### src/rtl/txdefer_pkg.sv
package txdefer_pkg;

    localparam int LFSR_W = 16;

    typedef enum logic [1:0] {
        ST_IDLE,
        ST_TX,
        ST_JAM,
        ST_BACKOFF
    } txd_state_e;

    typedef enum logic [1:0] {
        DROP_NONE   = 2'd0,
        DROP_EXCESS = 2'd1,
        DROP_LATE   = 2'd2
    } drop_why_e;

    // Galois LFSR, polynomial x^16 + x^14 + x^13 + x^11 + 1
    function automatic logic [LFSR_W-1:0] lfsr_next(input logic [LFSR_W-1:0] s);
        return (s >> 1) ^ (s[0] ? 16'hB400 : 16'h0000);
    endfunction

endpackage

### src/rtl/txdefer_gap.sv
module txdefer_gap #(
    parameter int IFG_BITS = 96
) (
    input  logic clk,
    input  logic rst,
    input  logic bit_tick,
    input  logic clear,
    output logic gap_met
);
    localparam int GW = $clog2(IFG_BITS + 1);

    logic [GW-1:0] quiet_cnt;

    always_ff @(posedge clk) begin
        if (rst || clear) begin
            quiet_cnt <= '0;
        end else if (bit_tick && quiet_cnt != GW'(IFG_BITS)) begin
            quiet_cnt <= quiet_cnt + 1'b1;
        end
    end

    assign gap_met = (quiet_cnt == GW'(IFG_BITS));
endmodule

### src/rtl/txdefer_backoff.sv
module txdefer_backoff
    import txdefer_pkg::*;
#(
    parameter int SLOT_BITS   = 512,
    parameter int BACKOFF_CAP = 10,
    parameter int CW          = 5
) (
    input  logic          clk,
    input  logic          rst,
    input  logic          bit_tick,
    input  logic          load,
    input  logic [CW-1:0] attempts,
    output logic          done
);
    localparam int SW = $clog2(SLOT_BITS);

    logic [LFSR_W-1:0]      lfsr;
    logic [BACKOFF_CAP-1:0] draw;
    logic [BACKOFF_CAP-1:0] slots_left;
    logic [SW-1:0]          slot_bit;

    always_ff @(posedge clk) begin
        if (rst) lfsr <= 16'hACE1;
        else     lfsr <= lfsr_next(lfsr);
    end

    // keep only the low min(attempts, cap) bits of the random word
    always_comb begin
        for (int i = 0; i < BACKOFF_CAP; i++) begin
            draw[i] = lfsr[i] & (i < int'(attempts));
        end
    end

    always_ff @(posedge clk) begin
        if (rst) begin
            slots_left <= '0;
            slot_bit   <= '0;
        end else if (load) begin
            slots_left <= draw;
            slot_bit   <= '0;
        end else if (bit_tick && slots_left != '0) begin
            if (slot_bit == SW'(SLOT_BITS - 1)) begin
                slot_bit   <= '0;
                slots_left <= slots_left - 1'b1;
            end else begin
                slot_bit <= slot_bit + 1'b1;
            end
        end
    end

    assign done = (slots_left == '0);
endmodule

### src/rtl/txdefer_ctrl.sv
module txdefer_ctrl
    import txdefer_pkg::*;
#(
    parameter int IFG_BITS      = 96,
    parameter int SLOT_BITS     = 512,
    parameter int JAM_BITS      = 32,
    parameter int ATTEMPT_LIMIT = 16,
    parameter int BACKOFF_CAP   = 10
) (
    input  logic       clk,
    input  logic       rst,
    input  logic       bit_tick,
    input  logic       full_duplex,
    input  logic       crs,
    input  logic       col,
    input  logic       frame_req,
    input  logic       frame_done,
    output logic       tx_en,
    output logic       jam,
    output logic       drop,
    output logic [1:0] drop_reason,
    output logic       retry
);
    localparam int CW = $clog2(ATTEMPT_LIMIT + 1);
    localparam int TW = $clog2(SLOT_BITS + 1);
    localparam int JW = $clog2(JAM_BITS);

    txd_state_e    state;
    logic [TW-1:0] tx_bits;
    logic [JW-1:0] jam_cnt;
    logic [CW-1:0] col_cnt;
    logic          late_hit;
    logic          carrier_busy, col_seen, gap_met, bo_done, bo_load, jam_last, on_air;

    assign carrier_busy = !full_duplex && crs;
    assign col_seen     = !full_duplex && col;
    assign on_air       = (state == ST_TX) || (state == ST_JAM);
    assign jam_last     = bit_tick && (jam_cnt == JW'(JAM_BITS - 1));
    assign bo_load      = (state == ST_JAM) && jam_last && !late_hit
                          && (col_cnt != CW'(ATTEMPT_LIMIT));

    txdefer_gap #(.IFG_BITS(IFG_BITS)) u_gap (
        .clk      (clk),
        .rst      (rst),
        .bit_tick (bit_tick),
        .clear    (on_air || carrier_busy),
        .gap_met  (gap_met)
    );

    txdefer_backoff #(
        .SLOT_BITS   (SLOT_BITS),
        .BACKOFF_CAP (BACKOFF_CAP),
        .CW          (CW)
    ) u_bo (
        .clk      (clk),
        .rst      (rst),
        .bit_tick (bit_tick),
        .load     (bo_load),
        .attempts (col_cnt),
        .done     (bo_done)
    );

    always_ff @(posedge clk) begin
        if (rst) begin
            state       <= ST_IDLE;
            tx_bits     <= '0;
            jam_cnt     <= '0;
            col_cnt     <= '0;
            late_hit    <= 1'b0;
            drop        <= 1'b0;
            retry       <= 1'b0;
            drop_reason <= DROP_NONE;
        end else begin
            drop        <= 1'b0;
            retry       <= 1'b0;
            drop_reason <= DROP_NONE;
            unique case (state)
                ST_IDLE: begin
                    if (frame_req && gap_met && !carrier_busy) begin
                        state   <= ST_TX;
                        tx_bits <= '0;
                    end
                end
                ST_TX: begin
                    if (frame_done) begin
                        state   <= ST_IDLE;
                        col_cnt <= '0;
                    end else if (col_seen) begin
                        state    <= ST_JAM;
                        jam_cnt  <= '0;
                        late_hit <= (tx_bits >= TW'(SLOT_BITS));
                        if (tx_bits < TW'(SLOT_BITS)) col_cnt <= col_cnt + 1'b1;
                    end else if (bit_tick && tx_bits != TW'(SLOT_BITS)) begin
                        tx_bits <= tx_bits + 1'b1;
                    end
                end
                ST_JAM: begin
                    if (jam_last) begin
                        if (late_hit) begin
                            state       <= ST_IDLE;
                            drop        <= 1'b1;
                            drop_reason <= DROP_LATE;
                            col_cnt     <= '0;
                        end else if (col_cnt == CW'(ATTEMPT_LIMIT)) begin
                            state       <= ST_IDLE;
                            drop        <= 1'b1;
                            drop_reason <= DROP_EXCESS;
                            col_cnt     <= '0;
                        end else begin
                            state <= ST_BACKOFF;
                            retry <= 1'b1;
                        end
                    end else if (bit_tick) begin
                        jam_cnt <= jam_cnt + 1'b1;
                    end
                end
                ST_BACKOFF: begin
                    if (bo_done) state <= ST_IDLE;
                end
                default: state <= ST_IDLE;
            endcase
        end
    end

    assign tx_en = on_air;
    assign jam   = (state == ST_JAM);
endmodule

### config.mk
export PLATFORM = sky130hd
export DESIGN_NAME = txdefer_ctrl
export DESIGN_NICKNAME = d
export VERILOG_FILES = /design/src/rtl/txdefer_pkg.sv /design/src/rtl/txdefer_gap.sv /design/src/rtl/txdefer_backoff.sv /design/src/rtl/txdefer_ctrl.sv
export SDC_FILE = /design/constraint.sdc
export NUM_CORES = 1
export LEC_CHECK = 0
export CAP_MARGIN = 5
export CORE_MARGIN = 2
export CORE_UTILIZATION = 42
export CTS_BUF_LIST = sky130_fd_sc_hd__clkbuf_4 sky130_fd_sc_hd__clkbuf_8
export DETAILED_ROUTE_END_ITERATION = 6
export HOLD_SLACK_MARGIN = 0.08
export PLACE_DENSITY = 0.56
export SLEW_MARGIN = 40
export SYNTH_ARGS = -nofsm -noshare
export SYNTH_HDL_FRONTEND = slang
export SYNTH_HIERARCHICAL = 1
export SYNTH_SLANG_ARGS = --single-unit
### constraint.sdc
create_clock -name clk -period 3.6 [get_ports clk]
set_input_delay 0.72 -clock clk [delete_from_list [all_inputs] [get_ports clk]]
set_output_delay 0.72 -clock clk [all_outputs]
set_load 0.1 [all_outputs]
==> results of run 1 <==
path summary, 6_finish.rpt:
| path | endpoint | depth (start not counted) |
|---|---|---|
| worst max-delay path | u_bo/slots_left[2]$_SDFFE_PP0P_ | 9 |
| worst min-delay path | u_bo/lfsr[11]$_SDFF_PP1_ | 1 |
| worst max register to register | u_bo/slots_left[2]$_SDFFE_PP0P_ | 9 |
| worst min register to register | u_bo/lfsr[11]$_SDFF_PP1_ | 1 |
synth_stat cells (2+ instances only):
cell type / number
buf_1: 2
o32a_1: 2
a211oi_1: 3
mux2_2: 2
or2_2: 12
o211ai_1: 12
nor3b_1: 2
and3_2: 2
o31ai_1: 7
clkbuf_1: 8
nor4b_1: 2
and2_1: 4
xnor2_1: 3
o32ai_1: 2
o21a_1: 2
nor4_1: 2
nand3_1: 16
o311ai_0: 2
ha_1: 16
nand4bb_1: 2
nand3b_1: 2
nand2_1: 35
a21o_1: 2
o41ai_1: 5
inv_1: 19
xor2_1: 5
nor2_1: 34
dfxtp_1: 69
nor3_1: 7
nand4_1: 5
nor2b_1: 9
or4_1: 4
a21oi_1: 13
mux2i_1: 4
and3_1: 7
a211o_1: 2
o22ai_1: 2
o21ai_1: 3
a31oi_1: 10
buf_2: 3
nand2b_1: 13
o21ai_0: 20
or3_1: 5
through the flow:
step           total power [mW]  hold WS (ns)  instance area, µm²
6_report                   1.52         0.410                3910
5_1_grt                    1.59         0.438                3910
4_1_cts                    1.54         0.415                3900
3_5_place_dp              0.917         0.397                3710
3_3_place_gp              0.916         0.394                3730
2_1_floorplan             0.881         0.389                3500
state kept, by name, summed over array words and instances, names as in the netlist, 2 cells and up:
name,count
col_cnt,5
drop_reason,2
jam_cnt,5
state,2
tx_bits,10
u_bo/lfsr,16
u_bo/slot_bit,9
u_bo/slots_left,10
u_gap/quiet_cnt,7
layout make-up:
cell class / count / share of cell area (%)
Timing Repair Buffer: 17 / 3.46
Clock buffer: 9 / 3.17
Inverter: 19 / 1.83
Sequential cell: 69 / 35.4
Clock inverter: 7 / 1.70
Multi-Input combinational cell: 300 / 51.1
Tap cell: 105 / 3.36
kinds of logic (layout without fill, tap and decap cells):
| logic type | after synthesis | after routing | share of synthesized area [%] |
|---|---|---|---|
| AO/OA/AOI/OAI | 98 | 98 | 19.9 |
| XOR/XNOR | 8 | 8 | 2.00 |
| adder cells (fa/ha/maj) | 16 | 16 | 5.72 |
| buffers and inverters | 33 | 52 | 3.75 |
| flip-flops | 69 | 69 | 39.5 |
| multiplexers | 6 | 6 | 1.79 |
| AND/OR/NAND/NOR | 172 | 172 | 27.4 |
report_power, final:
group / internal [mW] / leakage [nW] / switching [mW]
Combinational: 0.0419 / 0.791 / 0.0660
Clock: 0.316 / 0.0987 / 0.307
Sequential: 0.779 / 0.561 / 0.0119
layer usage:
| layer | GRT usage (%) | part of all wire [%] |
|---|---|---|
| met5 | 0 | 0 |
| met4 | 8.09 | 1.5 |
| met3 | 3.32 | 3.6 |
| met2 | 28.3 | 45 |
| met1 | 24.2 | 50 |
==> impl_metrics.env, run 1 <==
export IMPL_synth_top_area_share_pct=39.5
export IMPL_cts_path_max_buffers=2
export IMPL_crit_path_top_delay_cell="ha_1"
export IMPL_cts_max_level=3
export IMPL_detail_route_antenna_nets=0
export IMPL_postLayoutCoreUtil_pct=48.0
export IMPL_grt_use_total_pct=18.1
export IMPL_dieArea_um2=9080
export IMPL_start_util_pct=43.0
export IMPL_maxCapViolations=0
export IMPL_vias=2918
export IMPL_tightestPinTransition_ns=0.699
export IMPL_fmax_mhz=398
export IMPL_antenna_cells=0
export IMPL_avgViaCountPerCell=5.55
export IMPL_synthArstFlopShare_pct=0
export IMPL_setup_viol=0
export IMPL_hpwl_um=5270
export IMPL_power_density_nw_per_um2=390
export IMPL_synth_top_area_cell="dfxtp_1"
export IMPL_ir_drop_mv=0.172
export IMPL_synth_net_count=426
export IMPL_netlist_instances=402
export IMPL_clock_sinks=69
export IMPL_startpoint="state[0]$_SDFFE_PP0P_"
export IMPL_clkLatencyLatePin_ns=0.35
export IMPL_io_pins=14
export IMPL_die_w_um=95.3
export IMPL_ys_ff_latch=69
export IMPL_final_common_cell="dfxtp_1"
export IMPL_clock_root_buffer="clkbuf_8"
export IMPL_rsz0062_at_grt="no"
export IMPL_grt_antenna_before_repair=0
export IMPL_worstReg2RegStart="state[0]$_SDFFE_PP0P_"
export IMPL_drv_slew=0
export IMPL_critical_path_max_fanout=22
export IMPL_drtIter0Drc=98
export IMPL_synth_area_um2=3500
export IMPL_path_buf_inv=2
export IMPL_dp_cells=510
export IMPL_cts_hold_buffers=0
export IMPL_syn_mean_instance_area_um2=8.71
export IMPL_synthFlopType="dfxtp_1"
export IMPL_fill_cells=807
export IMPL_worstSetupPathType="flop to flop"
export IMPL_ys_warnings_count=6
export IMPL_tns_ns=0
export IMPL_grt_max_degree=23
export IMPL_cp_required_ns=3.86
export IMPL_drive_above_1_share_pct=12.8
export IMPL_finalHoldViolCount=0
export IMPL_start_kind="flop"
export IMPL_hp_start="u_bo/lfsr[12]$_SDFF_PP0_"
export IMPL_drc=0
export IMPL_hold_path_class="flop to flop"
export IMPL_rows=33
export IMPL_wl_um=7580
export IMPL_setup_ws_ns=1.08
export IMPL_layout_nets=440
export IMPL_multi_input_area_um2=2000
export IMPL_drt_pass1_iterations=5
export IMPL_power_leakage_nw=1.45
export IMPL_fin_crit_sh_pct=69.9
export IMPL_place_port_buffers=13
export IMPL_cts_inserted_buffers=9
export IMPL_post_cts_resized=0
export IMPL_overflow=0
export IMPL_synth_edf_count=0
export IMPL_fin_cells=526
export IMPL_grt_pass1_wl_um=12900
export IMPL_cpPeakStageDelay_ns=0.46
export IMPL_grt_pass1_vias=2769
export IMPL_synthTopCellsByArea="dfxtp_1, ha_1, nand2_1"
export IMPL_cp_top_family="simple AND/OR/NAND/NOR gates"
export IMPL_reg2reg_slack_ns=1.08
export IMPL_place_congestion=0.877
export IMPL_cp_end_kind="flop"
export IMPL_skew_ns=0.0158
export IMPL_worstPathArrival_ns=2.77
export IMPL_slew_headroom_pct=53.3
export IMPL_cts_tree="built"
export IMPL_status="complete, no violations"
export IMPL_cts_clk_slew_worst_paths_ns=0.07
export IMPL_yosysSeqAreaShare_pct=39.5
export IMPL_core_um2=8130
export IMPL_pre_cts_ws_ns=0.854
export IMPL_ys_types=64
export IMPL_area_delta_synth_final_pct=11.6
export IMPL_final_cell_mix="dfxtp_1, nand2_1, nor2_1"
export IMPL_period_needed_ns=2.52
export IMPL_seqCellArea_um2=1380
export IMPL_wl_per_cell_um=14.4
export IMPL_cts_setup_buffers=0
export IMPL_path_cells="inv_1 > ha_1 > nand3_1 > nor2_1 > buf_4 > a21o_1 > o41ai_4 > or2_2 > o21ai_0"
export IMPL_die_h_um=95.3
No activity file was read; power rests on OpenSTA's default activity.
==> run 2: changes to the inputs <==
- clock period: 3.6 -> 2.5 ns (I/O delays scaled with it)
==> run 2 against run 1 <==
  * Sequential power is 44% higher
  * Maximum frequency increased by 8.4%
  * Design area is 3.5% higher
  * Utilization increased by 1.7 points
  * Clock-buffer cell count is 3 higher
  * Non-clock buffer count is 16 higher
  * Die area unchanged
  * Largest cell class unchanged
  * Largest power group unchanged
==> impl_metrics.env, run 2 (synthesis gave the netlist of run 1 again) <==
export IMPL_status="complete, no violations"
export IMPL_detail_route_antenna_nets=0
export IMPL_io_pins=14
export IMPL_place_congestion=0.828
export IMPL_cts_inserted_buffers=9
export IMPL_grt_antenna_before_repair=0
export IMPL_drv_slew=0
export IMPL_largest_reg_flops=16
export IMPL_layout_nets=456
export IMPL_cts_clk_slew_worst_paths_ns=0.07
export IMPL_finalPower_mw=2.13
export IMPL_worstSetupPathType="flop to flop"
export IMPL_cts_setup_buffers=0
export IMPL_start_util_pct=43.0
export IMPL_grt_max_degree=23
export IMPL_setup_viol=0
export IMPL_cts_hold_buffers=0
export IMPL_fin_area_um2=4040
export IMPL_final_common_cell="dfxtp_1"
export IMPL_postLayoutCoreUtil_pct=49.7
export IMPL_final_cell_mix="dfxtp_1, nand2_1, nor2_1"
export IMPL_vias=2990
export IMPL_tightestPinTransition_ns=0.630
export IMPL_start_kind="flop"
export IMPL_power_density_nw_per_um2=527
export IMPL_switching_share_pct=25.7
export IMPL_grt_pass1_vias=2732
export IMPL_skew_ns=0.00784
export IMPL_wl_um=7710
export IMPL_hold_path_class="flop to flop"
export IMPL_hpwl_um=5550
export IMPL_drc=0
export IMPL_avgViaCountPerCell=5.52
export IMPL_dp_cells=526
export IMPL_overflow=0
export IMPL_cp_required_ns=2.77
export IMPL_reg_top3="u_bo/lfsr: 16 flops, tx_bits: 10 flops, u_bo/slots_left: 10 flops"
export IMPL_tns_ns=0
export IMPL_cp_end_kind="flop"
export IMPL_clock_root_buffer="clkbuf_8"
export IMPL_rows=33
export IMPL_cts_path_max_buffers=2
export IMPL_antenna_cells=0
export IMPL_place_port_buffers=13
export IMPL_grt_use_total_pct=18.4
export IMPL_comb_power_share_pct=8.0
export IMPL_dpl_cell_area_um2=3860
export IMPL_grt_pass1_wl_um=13100
export IMPL_clock_power_share_pct=38.6
export IMPL_drive_above_1_share_pct=16.7
export IMPL_clock_sinks=69
export IMPL_period_needed_ns=2.32
export IMPL_fin_cells=542
export IMPL_fmax_mhz=431
export IMPL_core_um2=8130
export IMPL_maxCapViolations=0
export IMPL_drtIter0Drc=160
export IMPL_top_register="u_bo/lfsr"
export IMPL_finalHoldViolCount=0
export IMPL_power_leakage_nw=1.52
export IMPL_drt_pass1_iterations=5
export IMPL_rsz0062_at_grt="no"
export IMPL_die_w_um=95.3
export IMPL_fin_crit_sh_pct=92.9
export IMPL_switchingPower_uw=547
export IMPL_worstPathArrival_ns=2.59
export IMPL_seq_power_share_pct=53.4
export IMPL_clkLatencyLatePin_ns=0.34
export IMPL_cts_tree="built"
export IMPL_wl_per_cell_um=14.2
export IMPL_ir_drop_mv=0.348
export IMPL_area_delta_synth_final_pct=15.4
export IMPL_p_int_mw=1.58
export IMPL_dieArea_um2=9080
export IMPL_fill_cells=769
export IMPL_critical_path_max_fanout=8
export IMPL_cts_max_level=3
export IMPL_slew_headroom_pct=58.0
export IMPL_die_h_um=95.3
run 2: repair_timing:
action                                  in CTS  in global routing
hold endpoints to repair                     0                  0
endpoints found under the setup margin       0                  5
resized for setup                            0                  2
run 2: worst paths after layout:
kind	startpoint	depth (start not counted)	endpoint	slack [ns]
worst max-delay path	u_bo/slot_bit[0]$_SDFFE_PP0P_	9	u_bo/slots_left[7]$_SDFFE_PP0P_	0.18
worst min-delay path	u_bo/lfsr[12]$_SDFF_PP0_	1	u_bo/lfsr[11]$_SDFF_PP1_	0.42
worst max register to register	u_bo/slot_bit[0]$_SDFFE_PP0P_	9	u_bo/slots_left[7]$_SDFFE_PP0P_	0.18
worst min register to register	u_bo/lfsr[12]$_SDFF_PP0_	1	u_bo/lfsr[11]$_SDFF_PP1_	0.42
run 2: cell type report:
type                            instances  area, µm²  share of cell area [%]
Clock buffer                           12        146                    3.62
Clock inverter                          4       25.0                   0.619
Inverter                               19       71.3                    1.77
Multi-Input combinational cell        300       1990                    49.4
Sequential cell                        69       1380                    34.2
Tap cell                              105        131                    3.25
Timing Repair Buffer                   33        290                    7.18
run 2: metrics by stage:
step | setup slack, ns | hold WS [ns]
3_5_place_dp | 0.0633 | 0.401
6_report | 0.178 | 0.418
4_1_cts | 0.113 | 0.423
5_1_grt | 0.0309 | 0.449
2_1_floorplan | 0.0176 | 0.389
3_3_place_gp | 0.0914 | 0.394
run 2: critical path, cell delays in order (launching register included):
cell and delay [ns]:
dfxtp_1 0.37, ha_1 0.20, and3_1 0.24, and3_1 0.18, and3_1 0.17, ha_2 0.26, a21o_1 0.18, o41ai_4 0.12
or2_2 0.35, o22ai_1 0.19
run 2: layer usage:
| metal | GRT usage, % | part of all wire, % | vias up |
|---|---|---|---|
| met3 | 4.11 | 3.2 | 7 |
| li1 | - | - | 1520 |
| met2 | 29.3 | 45 | 44 |
| met4 | 6.16 | 1.2 | 0 |
| met5 | 0 | 0 | - |
| met1 | 24.6 | 51 | 1419 |
run 2: power groups by stage:
stage | sequential [mW] | clock [mW] | combinational, mW
after floorplan | 1.16 | 0 | 0.109
after global placement | 1.16 | 0 | 0.168
after detailed placement | 1.16 | 0 | 0.168
after CTS | 1.14 | 0.851 | 0.170
after global routing | 1.14 | 0.900 | 0.186
final | 1.14 | 0.822 | 0.170
